$ cat src/rtl/psync_pkg.sv
// Shared types and register addresses for the master/slave PWM timer pair.
// Assumes an address field of at least 4 bits and at most 4 compare channels.
package psync_pkg;

    typedef enum logic [1:0] {
        SLV_FREE    = 2'd0,
        SLV_TRIG    = 2'd1,
        SLV_RESTART = 2'd2,
        SLV_RSVD    = 2'd3
    } slave_mode_e;

    // Per-timer control strobes produced by the register decoder
    typedef struct packed {
        logic en_we;
        logic en_val;
        logic udis;
        logic force_ug;
        logic per_we;
    } tmr_ctl_t;

    localparam int unsigned ADR_M_CTRL = 0;
    localparam int unsigned ADR_M_PER  = 1;
    localparam int unsigned ADR_M_EVT  = 2;
    localparam int unsigned ADR_S_CTRL = 3;
    localparam int unsigned ADR_S_PER  = 4;
    localparam int unsigned ADR_S_EVT  = 5;
    localparam int unsigned ADR_M_CMP  = 8;
    localparam int unsigned ADR_S_CMP  = 12;

endpackage

$ cat src/rtl/psync_regs.sv
// Register decoder: turns the write port into control strobes for both timers.
// It also holds the update-disable bits, the trigger source and the slave mode.
// Assumes NCH <= 4 so compare addresses do not overlap.
module psync_regs
    import psync_pkg::*;
#(
    parameter int AW  = 4,
    parameter int NCH = 2
) (
    input  logic           clk,
    input  logic           rst_n,
    input  logic           wr_en,
    input  logic [AW-1:0]  wr_addr,
    input  logic [3:0]     wr_bits,
    output tmr_ctl_t       m_ctl,
    output tmr_ctl_t       s_ctl,
    output logic [NCH-1:0] m_cmp_we,
    output logic [NCH-1:0] s_cmp_we,
    output logic           src_upd,
    output slave_mode_e    s_mode
);
    localparam logic [AW-1:0] A_MC = AW'(ADR_M_CTRL);
    localparam logic [AW-1:0] A_MP = AW'(ADR_M_PER);
    localparam logic [AW-1:0] A_ME = AW'(ADR_M_EVT);
    localparam logic [AW-1:0] A_SC = AW'(ADR_S_CTRL);
    localparam logic [AW-1:0] A_SP = AW'(ADR_S_PER);
    localparam logic [AW-1:0] A_SE = AW'(ADR_S_EVT);

    logic m_udis_q, s_udis_q;
    logic wr_mc, wr_sc;

    assign wr_mc = wr_en && (wr_addr == A_MC);
    assign wr_sc = wr_en && (wr_addr == A_SC);

    // Holds the persistent control fields written through the control addresses
    always_ff @(posedge clk) begin
        if (!rst_n) begin
            m_udis_q <= 1'b0;
            s_udis_q <= 1'b0;
            src_upd  <= 1'b0;
            s_mode   <= SLV_FREE;
        end else begin
            if (wr_mc) begin
                m_udis_q <= wr_bits[1];
                src_upd  <= wr_bits[2];
            end
            if (wr_sc) begin
                s_udis_q <= wr_bits[1];
                s_mode   <= slave_mode_e'(wr_bits[3:2]);
            end
        end
    end

    // Builds the single-cycle strobes for each timer
    always_comb begin
        m_ctl.en_we    = wr_mc;
        m_ctl.en_val   = wr_bits[0];
        m_ctl.udis     = m_udis_q;
        m_ctl.force_ug = wr_en && (wr_addr == A_ME) && wr_bits[0];
        m_ctl.per_we   = wr_en && (wr_addr == A_MP);
        s_ctl.en_we    = wr_sc;
        s_ctl.en_val   = wr_bits[0];
        s_ctl.udis     = s_udis_q;
        s_ctl.force_ug = wr_en && (wr_addr == A_SE) && wr_bits[0];
        s_ctl.per_we   = wr_en && (wr_addr == A_SP);
    end

    for (genvar ch = 0; ch < NCH; ch++) begin : g_cmp_dec
        localparam logic [AW-1:0] A_MCMP = AW'(ADR_M_CMP + ch);
        localparam logic [AW-1:0] A_SCMP = AW'(ADR_S_CMP + ch);
        // Compare write strobe for this channel on either timer
        always_comb begin
            m_cmp_we[ch] = wr_en && (wr_addr == A_MCMP);
            s_cmp_we[ch] = wr_en && (wr_addr == A_SCMP);
        end
    end

endmodule

$ cat src/rtl/psync_timer.sv
// One up-counting PWM timer. The period and compare values pass through a
// preload stage and load on an update event. An update event is a wrap, a
// forced update or a hardware restart, and update-disable masks it. The
// counter still clears on a wrap, a force or a restart. A write that
// coincides with an update is forwarded into the active registers.
module psync_timer
    import psync_pkg::*;
#(
    parameter int             CW      = 16,
    parameter int             NCH     = 2,
    parameter logic [CW-1:0]  RST_PER = '1
) (
    input  logic                clk,
    input  logic                rst_n,
    input  tmr_ctl_t            ctl,
    input  logic [CW-1:0]       wdata,
    input  logic [NCH-1:0]      cmp_we,
    input  logic                hw_start,
    input  logic                hw_reset,
    output logic [CW-1:0]       cnt,
    output logic                run,
    output logic                uev,
    output logic [CW-1:0]       per_act,
    output logic [NCH-1:0]      pwm
);
    logic          en_q;
    logic [CW-1:0] per_pre, per_pre_nx;
    logic          wrap, clr;

    assign run        = en_q | hw_start;
    assign wrap       = run && (cnt == per_act);
    assign clr        = wrap | ctl.force_ug | hw_reset;
    assign uev        = clr && !ctl.udis;
    assign per_pre_nx = ctl.per_we ? wdata : per_pre;

    // Enable bit: a hardware start overrides a software write in the same cycle
    always_ff @(posedge clk) begin
        if (!rst_n)           en_q <= 1'b0;
        else if (hw_start)    en_q <= 1'b1;
        else if (ctl.en_we)   en_q <= ctl.en_val;
    end

    // Counter: clear on wrap, force or restart, otherwise count while running
    always_ff @(posedge clk) begin
        if (!rst_n)    cnt <= '0;
        else if (clr)  cnt <= '0;
        else if (run)  cnt <= cnt + 1'b1;
    end

    // Period preload and active registers
    always_ff @(posedge clk) begin
        if (!rst_n) begin
            per_pre <= RST_PER;
            per_act <= RST_PER;
        end else begin
            per_pre <= per_pre_nx;
            if (uev) per_act <= per_pre_nx;
        end
    end

    for (genvar ch = 0; ch < NCH; ch++) begin : g_ch
        logic [CW-1:0] cmp_pre, cmp_act, cmp_pre_nx;
        assign cmp_pre_nx = cmp_we[ch] ? wdata : cmp_pre;
        // Compare preload and active registers for this channel
        always_ff @(posedge clk) begin
            if (!rst_n) begin
                cmp_pre <= '0;
                cmp_act <= '0;
            end else begin
                cmp_pre <= cmp_pre_nx;
                if (uev) cmp_act <= cmp_pre_nx;
            end
        end
        assign pwm[ch] = (cnt < cmp_act);
    end

endmodule

$ cat src/rtl/psync_trigger.sv
// Master trigger generator: one register stage that emits a one-cycle pulse,
// either on the master's first running cycle or on each master update event.
module psync_trigger (
    input  logic clk,
    input  logic rst_n,
    input  logic src_upd,
    input  logic m_run,
    input  logic m_uev,
    output logic trig
);
    logic run_d;

    // Delayed run flag and the registered trigger pulse
    always_ff @(posedge clk) begin
        if (!rst_n) begin
            run_d <= 1'b0;
            trig  <= 1'b0;
        end else begin
            run_d <= m_run;
            trig  <= src_upd ? m_uev : (m_run && !run_d);
        end
    end

endmodule

$ cat src/rtl/psync_pair.sv
// Top of the master/slave PWM timer pair. The master trigger reaches the slave
// through exactly one register, so restart mode keeps a one-cycle lag.
module psync_pair
    import psync_pkg::*;
#(
    parameter int CW  = 16,
    parameter int NCH = 2,
    parameter int AW  = 4
) (
    input  logic           clk,
    input  logic           rst_n,
    input  logic           wr_en,
    input  logic [AW-1:0]  wr_addr,
    input  logic [CW-1:0]  wr_data,
    output logic [NCH-1:0] master_pwm,
    output logic [NCH-1:0] slave_pwm,
    output logic [CW-1:0]  master_count,
    output logic [CW-1:0]  slave_count,
    output logic           trig_out
);
    tmr_ctl_t       m_ctl, s_ctl;
    logic [NCH-1:0] m_cmp_we, s_cmp_we;
    logic           src_upd;
    slave_mode_e    s_mode;
    logic           m_run, m_uev, s_run, s_uev;
    logic [CW-1:0]  m_per, s_per;
    logic           s_start, s_restart;

    psync_regs #(.AW(AW), .NCH(NCH)) u_regs (
        .clk(clk), .rst_n(rst_n), .wr_en(wr_en), .wr_addr(wr_addr),
        .wr_bits(wr_data[3:0]), .m_ctl(m_ctl), .s_ctl(s_ctl),
        .m_cmp_we(m_cmp_we), .s_cmp_we(s_cmp_we),
        .src_upd(src_upd), .s_mode(s_mode)
    );

    psync_timer #(.CW(CW), .NCH(NCH)) u_master (
        .clk(clk), .rst_n(rst_n), .ctl(m_ctl), .wdata(wr_data),
        .cmp_we(m_cmp_we), .hw_start(1'b0), .hw_reset(1'b0),
        .cnt(master_count), .run(m_run), .uev(m_uev),
        .per_act(m_per), .pwm(master_pwm)
    );

    psync_trigger u_trig (
        .clk(clk), .rst_n(rst_n), .src_upd(src_upd),
        .m_run(m_run), .m_uev(m_uev), .trig(trig_out)
    );

    // Slave-mode decode of the incoming trigger pulse
    always_comb begin
        s_start   = trig_out && (s_mode == SLV_TRIG || s_mode == SLV_RESTART);
        s_restart = trig_out && (s_mode == SLV_RESTART);
    end

    psync_timer #(.CW(CW), .NCH(NCH)) u_slave (
        .clk(clk), .rst_n(rst_n), .ctl(s_ctl), .wdata(wr_data),
        .cmp_we(s_cmp_we), .hw_start(s_start), .hw_reset(s_restart),
        .cnt(slave_count), .run(s_run), .uev(s_uev),
        .per_act(s_per), .pwm(slave_pwm)
    );

endmodule

$ cat config.mk
export PLATFORM = sky130hd
export DESIGN_NAME = psync_pair
export DESIGN_NICKNAME = d
export VERILOG_FILES = /design/src/rtl/psync_pkg.sv /design/src/rtl/psync_regs.sv /design/src/rtl/psync_timer.sv /design/src/rtl/psync_trigger.sv /design/src/rtl/psync_pair.sv
export SDC_FILE = /design/constraint.sdc
export NUM_CORES = 1
export LEC_CHECK = 0
export BUFFER_PORTS_ARGS = -buffer_cell sky130_fd_sc_hd__buf_2
export CAP_MARGIN = 20
export CORE_ASPECT_RATIO = 1.25
export CORE_MARGIN = 3
export CORE_UTILIZATION = 55
export CTS_CLUSTER_DIAMETER = 50
export DETAILED_ROUTE_END_ITERATION = 12
export MAX_ROUTING_LAYER = met4
export PLACE_DENSITY = 0.73
export SYNTH_ARGS = -nofsm -noshare
export SYNTH_HDL_FRONTEND = slang
export SYNTH_SLANG_ARGS = --single-unit
$ cat constraint.sdc
create_clock -name clk -period 2.3 [get_ports clk]
set_input_delay 0.115 -clock clk [delete_from_list [all_inputs] [get_ports clk]]
set_output_delay 0.115 -clock clk [all_outputs]
set_load 0.03 [all_outputs]
After elaboration in Yosys (flattened, before gate mapping) --
Cells that the tools add are included.
Word-level totals: bits in registers 233
Operators by class: bitwise gates (word level) 5, reduce and logical (&&, ||, !) cells 27, order comparisons 4, muxes and demuxes 9, equality and inequality tests 13, $add $sub $neg 2
Operators by type and width (number):
- 2-to-1 mux 16 bit | 6
- < comparator 16 bit | 4
- adder 16 x 1 -> 16 bit (second input constant) | 2
- == test 16 bit | 2
- logical AND 1 bit | 19
- == test 4 bit (second input constant) | 4
- == test 4 x 2 -> 1 bit (second input constant) | 2
- == test 4 x 3 -> 1 bit (second input constant) | 2
- == test 4 x 1 -> 1 bit (second input constant) | 1
- logical NOT 4 bit | 1
- bitwise OR 1 bit | 4
- OR reduction 2 bit | 2
- logical NOT 1 bit | 3
- 2-to-1 mux 1 bit | 3
- == test 2 x 1 -> 1 bit (second input constant) | 1
- == test 2 bit (second input constant) | 1
- nonzero test 2 bit | 1
- logical OR 1 bit | 1
- NOT 1 bit | 1

Longest topological paths before layout --
depth after elaboration 8, mapped depth 9, mapped depth without buffers 8

By module --
Synthesis repeated with hierarchy kept, for this count alone.
Second synthesis, totals: cell total of the unflattened synthesis 1072, area, all modules 10328.7 um^2
Modules (own cells, without submodules):
- psync_timer | seq. area each 2262.2 um^2, cells an instance 508, instances 2, area an instance 4938.5 um^2
- psync_regs | seq. area each 100.1 um^2, cells an instance 46, instances 1, area an instance 344.1 um^2
- psync_trigger | seq. area each 40.0 um^2, cells an instance 5, instances 1, area an instance 67.6 um^2
- psync_pair | seq. area each 0.0 um^2, cells an instance 5, instances 1, area an instance 40.0 um^2

Least setup slack after synthesis --
OpenSTA, ideal clock, no wires.
path type flip-flop to output port, from reg u_master.cnt[9], to out master_pwm[1], stages on the path, launching flop included 8, required time 2.185 ns, arrival time 2.539 ns, slack -0.354 ns, cells stage by stage dfxtp_1 > ha_1 > a21o_1 > a21o_1 > a211oi_1 > o21bai_1 > a21o_1 > a221oi_1
Between the ends: word-level cells in the longest chain between the ends 1
RTL lines:
- start: declaration | line psync_timer.sv:20 | output logic [CW-1:0] cnt,
- start signal: assignment | line psync_timer.sv:47 | else if (run) cnt <= cnt + 1'b1;
- < comparator 16 bit | line psync_timer.sv:74 | assign pwm[ch] = (cnt < cmp_act);
- end: declaration | line psync_pair.sv:15 | output logic [NCH-1:0] master_pwm,
Every way passes these cells.

Final worst setup path --
from reg u_slave.g_ch[1].cmp_act[5], to out slave_pwm[1]
Between the ends: word-level cells in the longest chain between the ends 1
RTL lines:
- start: declaration | line psync_timer.sv:62 | logic [CW-1:0] cmp_pre, cmp_act, cmp_pre_nx;
- start signal: assignment | line psync_timer.sv:71 | if (uev) cmp_act <= cmp_pre_nx;
- < comparator 16 bit | line psync_timer.sv:74
- end: declaration | line psync_pair.sv:16 | output logic [NCH-1:0] slave_pwm,
Every way passes these cells.

==> results.sh <==
export IMPL_initial_utilization_pct=56.30
export IMPL_cp_required_ns=2.18
export IMPL_finalSetupViolations=4
export IMPL_num_rows=54
export IMPL_fmax_mhz=394.4
export IMPL_gp_congestion=0.8854
export IMPL_die_height_um=155.9
export IMPL_wl_mm=25.34
export IMPL_slew_limit_headroom_pct=69.20
export IMPL_grt_usage_pct=26.15
export IMPL_async_reset_ff_share_pct=0
export IMPL_fin_crit_ns=2.536
export IMPL_syn_avg_cell_area_um2=9.564
export IMPL_crit_fanout=3
export IMPL_power_uw=8390
export IMPL_grt_pass1_vias=8043
export IMPL_root_buffer="clkbuf_16"
export IMPL_swShare_pct=21.38
export IMPL_peakVddDrop_mv=0.6824
export IMPL_synth_seq_cells=233
export IMPL_path_class="flop to output pin"
export IMPL_min_path_type="input port to flop"
export IMPL_vias=7905
export IMPL_drv_cap=0
export IMPL_status="finished with violations"
export IMPL_ioPinCount=60
export IMPL_power_frac_clock_pct=47.5
export IMPL_tritoncts="yes"
export IMPL_final_seq_area_um2=4708
export IMPL_drive_above_1_share_pct=21.79
export IMPL_syn_to_final_growth_pct=23.66
export IMPL_netlist_area_um2=9889
export IMPL_finalWorstSetupSlack_ns=-0.2357
export IMPL_synthesis_nets=1120
export IMPL_wire_per_inst_um=18.11
export IMPL_io_buffer_count=59
export IMPL_grt_max_degree=38
export IMPL_antenna_found_initial=0
export IMPL_drt_initial_drc_count=473
export IMPL_switching_power_uw=1794
export IMPL_rsz0062_at_grt="yes"
export IMPL_placed_cell_area_um2=10770
export IMPL_final_antenna_net_count=0
export IMPL_p_per_area_nw_per_um2=686.1
export IMPL_drv_slew=0
export IMPL_die_w_um=125.9
export IMPL_skew_ns=0.01634
export IMPL_seqPwrFrac_pct=48.4
export IMPL_yosysWarnings=0
export IMPL_tightest_slew_ns=0.4621
export IMPL_overflow=0
export IMPL_firstDrtPassIters=4
export IMPL_final_hold_violation_count=0
export IMPL_power_internal_uw=6597
export IMPL_diodes=0
export IMPL_cp_start_kind="flop"
export IMPL_arrival_ns=2.42
export IMPL_fillers=1365
export IMPL_core_area_um2=17570
export IMPL_vias_per_cell=5.650
export IMPL_cp_end_kind="output pin"
export IMPL_clkSlewWorstSetupHoldPaths_ns=0.06
export IMPL_multi_input_area_um2=5021
export IMPL_nets=1243
export IMPL_fin_crit_sh_pct=110.2
export IMPL_synthCells=1034
export IMPL_grt_pass1_wl_mm=40.85
export IMPL_die_area_um2=19640
export IMPL_p_leak_uw=0.005188
export IMPL_drc=0
export IMPL_clk_path_buf_depth=3
export IMPL_htreeDepth=1
export IMPL_ys_flop_type="dfxtp_1"
export IMPL_hold_slack_ns=0.06029
export IMPL_synth_edff_count=0
export IMPL_pwr_share_comb_pct=4.1
export IMPL_cts_sinks=233
export IMPL_cts_buffers=24
export IMPL_ys_seq_area_share_pct=47.17
export IMPL_violations="negative setup slack"
export IMPL_design_area_um2=12230
export IMPL_clkLatencyLatePin_ns=0.51
export IMPL_yosysUniqueCellTypes=53
export IMPL_dp_hpwl_mm=16.45
==> Yosys cell counts, types with 2 or more instances <==
library cell	instances	area share, %
dfxtp_1	233	47
nand2_1	136	5.2
nor2_1	85	3.2
inv_1	65	2.5
ha_1	63	8.0
mux2i_1	53	5.4
a21oi_1	41	2.1
nand3_1	38	1.9
a22o_1	33	2.9
xnor2_1	31	2.7
xor2_1	31	2.7
o22ai_1	30	1.9
clkbuf_1	23	0.87
a21o_1	20	1.5
nand4_1	20	1.3
buf_2	16	0.81
o22a_2	15	1.5
a2bb2oi_2	10	1.5
nor3_1	9	0.46
o21ai_0	9	0.46
nand2b_1	7	0.44
a2bb2oi_1	5	0.44
a31oi_1	5	0.32
and3_1	5	0.32
a211o_1	4	0.35
a211oi_1	4	0.30
a221oi_1	4	0.35
nor4_1	4	0.25
o21bai_1	4	0.30
buf_6	3	0.34
nor2b_1	3	0.19
buf_1	2	0.076
o21a_1	2	0.15
o2bb2ai_1	2	0.18
==> flip-flops by register name, summed over array words and instances, names as in the netlist <==
name                   count
u_slave.per_act           16
u_regs.s_udis_q            1
u_trig.trig                1
u_slave.cnt               16
u_regs.m_udis_q            1
u_regs.s_mode              2
u_regs.src_upd             1
u_master.g_ch.cmp_act     32
u_master.per_pre          16
u_master.en_q              1
u_master.per_act          16
u_slave.per_pre           16
u_slave.g_ch.cmp_pre      32
u_master.g_ch.cmp_pre     32
u_trig.run_d               1
u_slave.en_q               1
u_slave.g_ch.cmp_act      32
u_master.cnt              16
==> final timing paths <==
path,startpoint,to,slack [ns],depth (start not counted)
worst max-delay path,u_slave.g_ch[1].cmp_act[5],slave_pwm[1],-0.24,8
worst min-delay path,wr_addr[2],u_slave.per_pre[0],0.06,3
worst max register to register,u_master.cnt[5],u_master.per_act[3],0.08,9
worst min register to register,u_slave.g_ch[0].cmp_pre[7],u_slave.g_ch[0].cmp_pre[7],0.46,2
==> layout make-up <==
| cell class | count | area share [%] |
|---|---|---|
| multi-input cells | 689 | 41.06 |
| flip-flops and latches | 233 | 38.50 |
| repair buffers | 144 | 9.392 |
| clock buffers | 36 | 5.944 |
| well taps | 224 | 2.292 |
| inverters | 65 | 1.995 |
| clock inverters | 8 | 0.8185 |
==> placed cells by master (no fill, tap or decap), drive strengths merged, types with 16 or more instances in the layout <==
cell,count
nor2,86
o22a,16
a21o,20
a21oi,41
xor2,31
ha,63
a22o,33
nand2,136
mux2i,53
nand4,20
dlygate4sd3,20
o22ai,30
buf,121
xnor2,31
dfxtp,233
nand3,38
clkbuf,39
inv,65
==> repair_timing <==
item	CTS	global route
pin swaps	39	6
hold buffers	20	0
setup buffers	8	1
setup endpoints to repair	4	33
gates cloned	0	3
resized for setup	67	8
endpoints found under the hold margin	44	0
==> power groups by stage <==
stage	registers [µW]	clock network (µW)	logic, µW
after global placement	4160	0	291
after CTS	4060	4030	319
after global routing	4060	4180	369
final	4060	3980	343
after floorplan	4160	0	168
after detailed placement	4160	0	294
==> logic make-up (layout without fill, tap and decap cells) <==
group | count (synthesis) | count (layout) | synth area share (%)
muxes | 53 | 53 | 5.364
and+or+nand+nor | 314 | 314 | 13.88
buffers and inverters | 112 | 253 | 4.921
DFF | 233 | 233 | 47.17
adders and majority gates | 63 | 63 | 7.971
AOI/OAI and AO/OA | 197 | 197 | 15.21
xor gates and xnor gates | 62 | 62 | 5.491
==> routing by layer <==
layer  share of wire (%)  vias up  global-route usage, %
met2                  50      196                  44.86
met5                   0        -                      -
met1                  42     3800                  31.53
li1                    -     3841                      -
met4                 3.2        0                  9.555
met3                 4.6       68                  3.527
==> stage by stage <==
step	TNS (ns)	setup slack, ns	cells	utilization [%]
global placement	0	0.08472	1323	61.30
floorplan	0	0.03697	1034	-
CTS	-0.5393	-0.1622	1395	68.91
detailed placement	0	0.07726	1323	61.30
finish	-0.6558	-0.2357	1399	69.62
global route	-0.9648	-0.3000	1399	69.62
==> critical path: stages, from the launching register on <==
cell and delay, ns:
dfxtp_2 0.33, inv_2 0.04, ha_4 0.25, a21o_1 0.18, a31oi_2 0.20, o21ai_2 0.10
a211o_1 0.31, a221oi_4 0.31, buf_6 0.17
No activity file was read; power rests on OpenSTA's default activity.
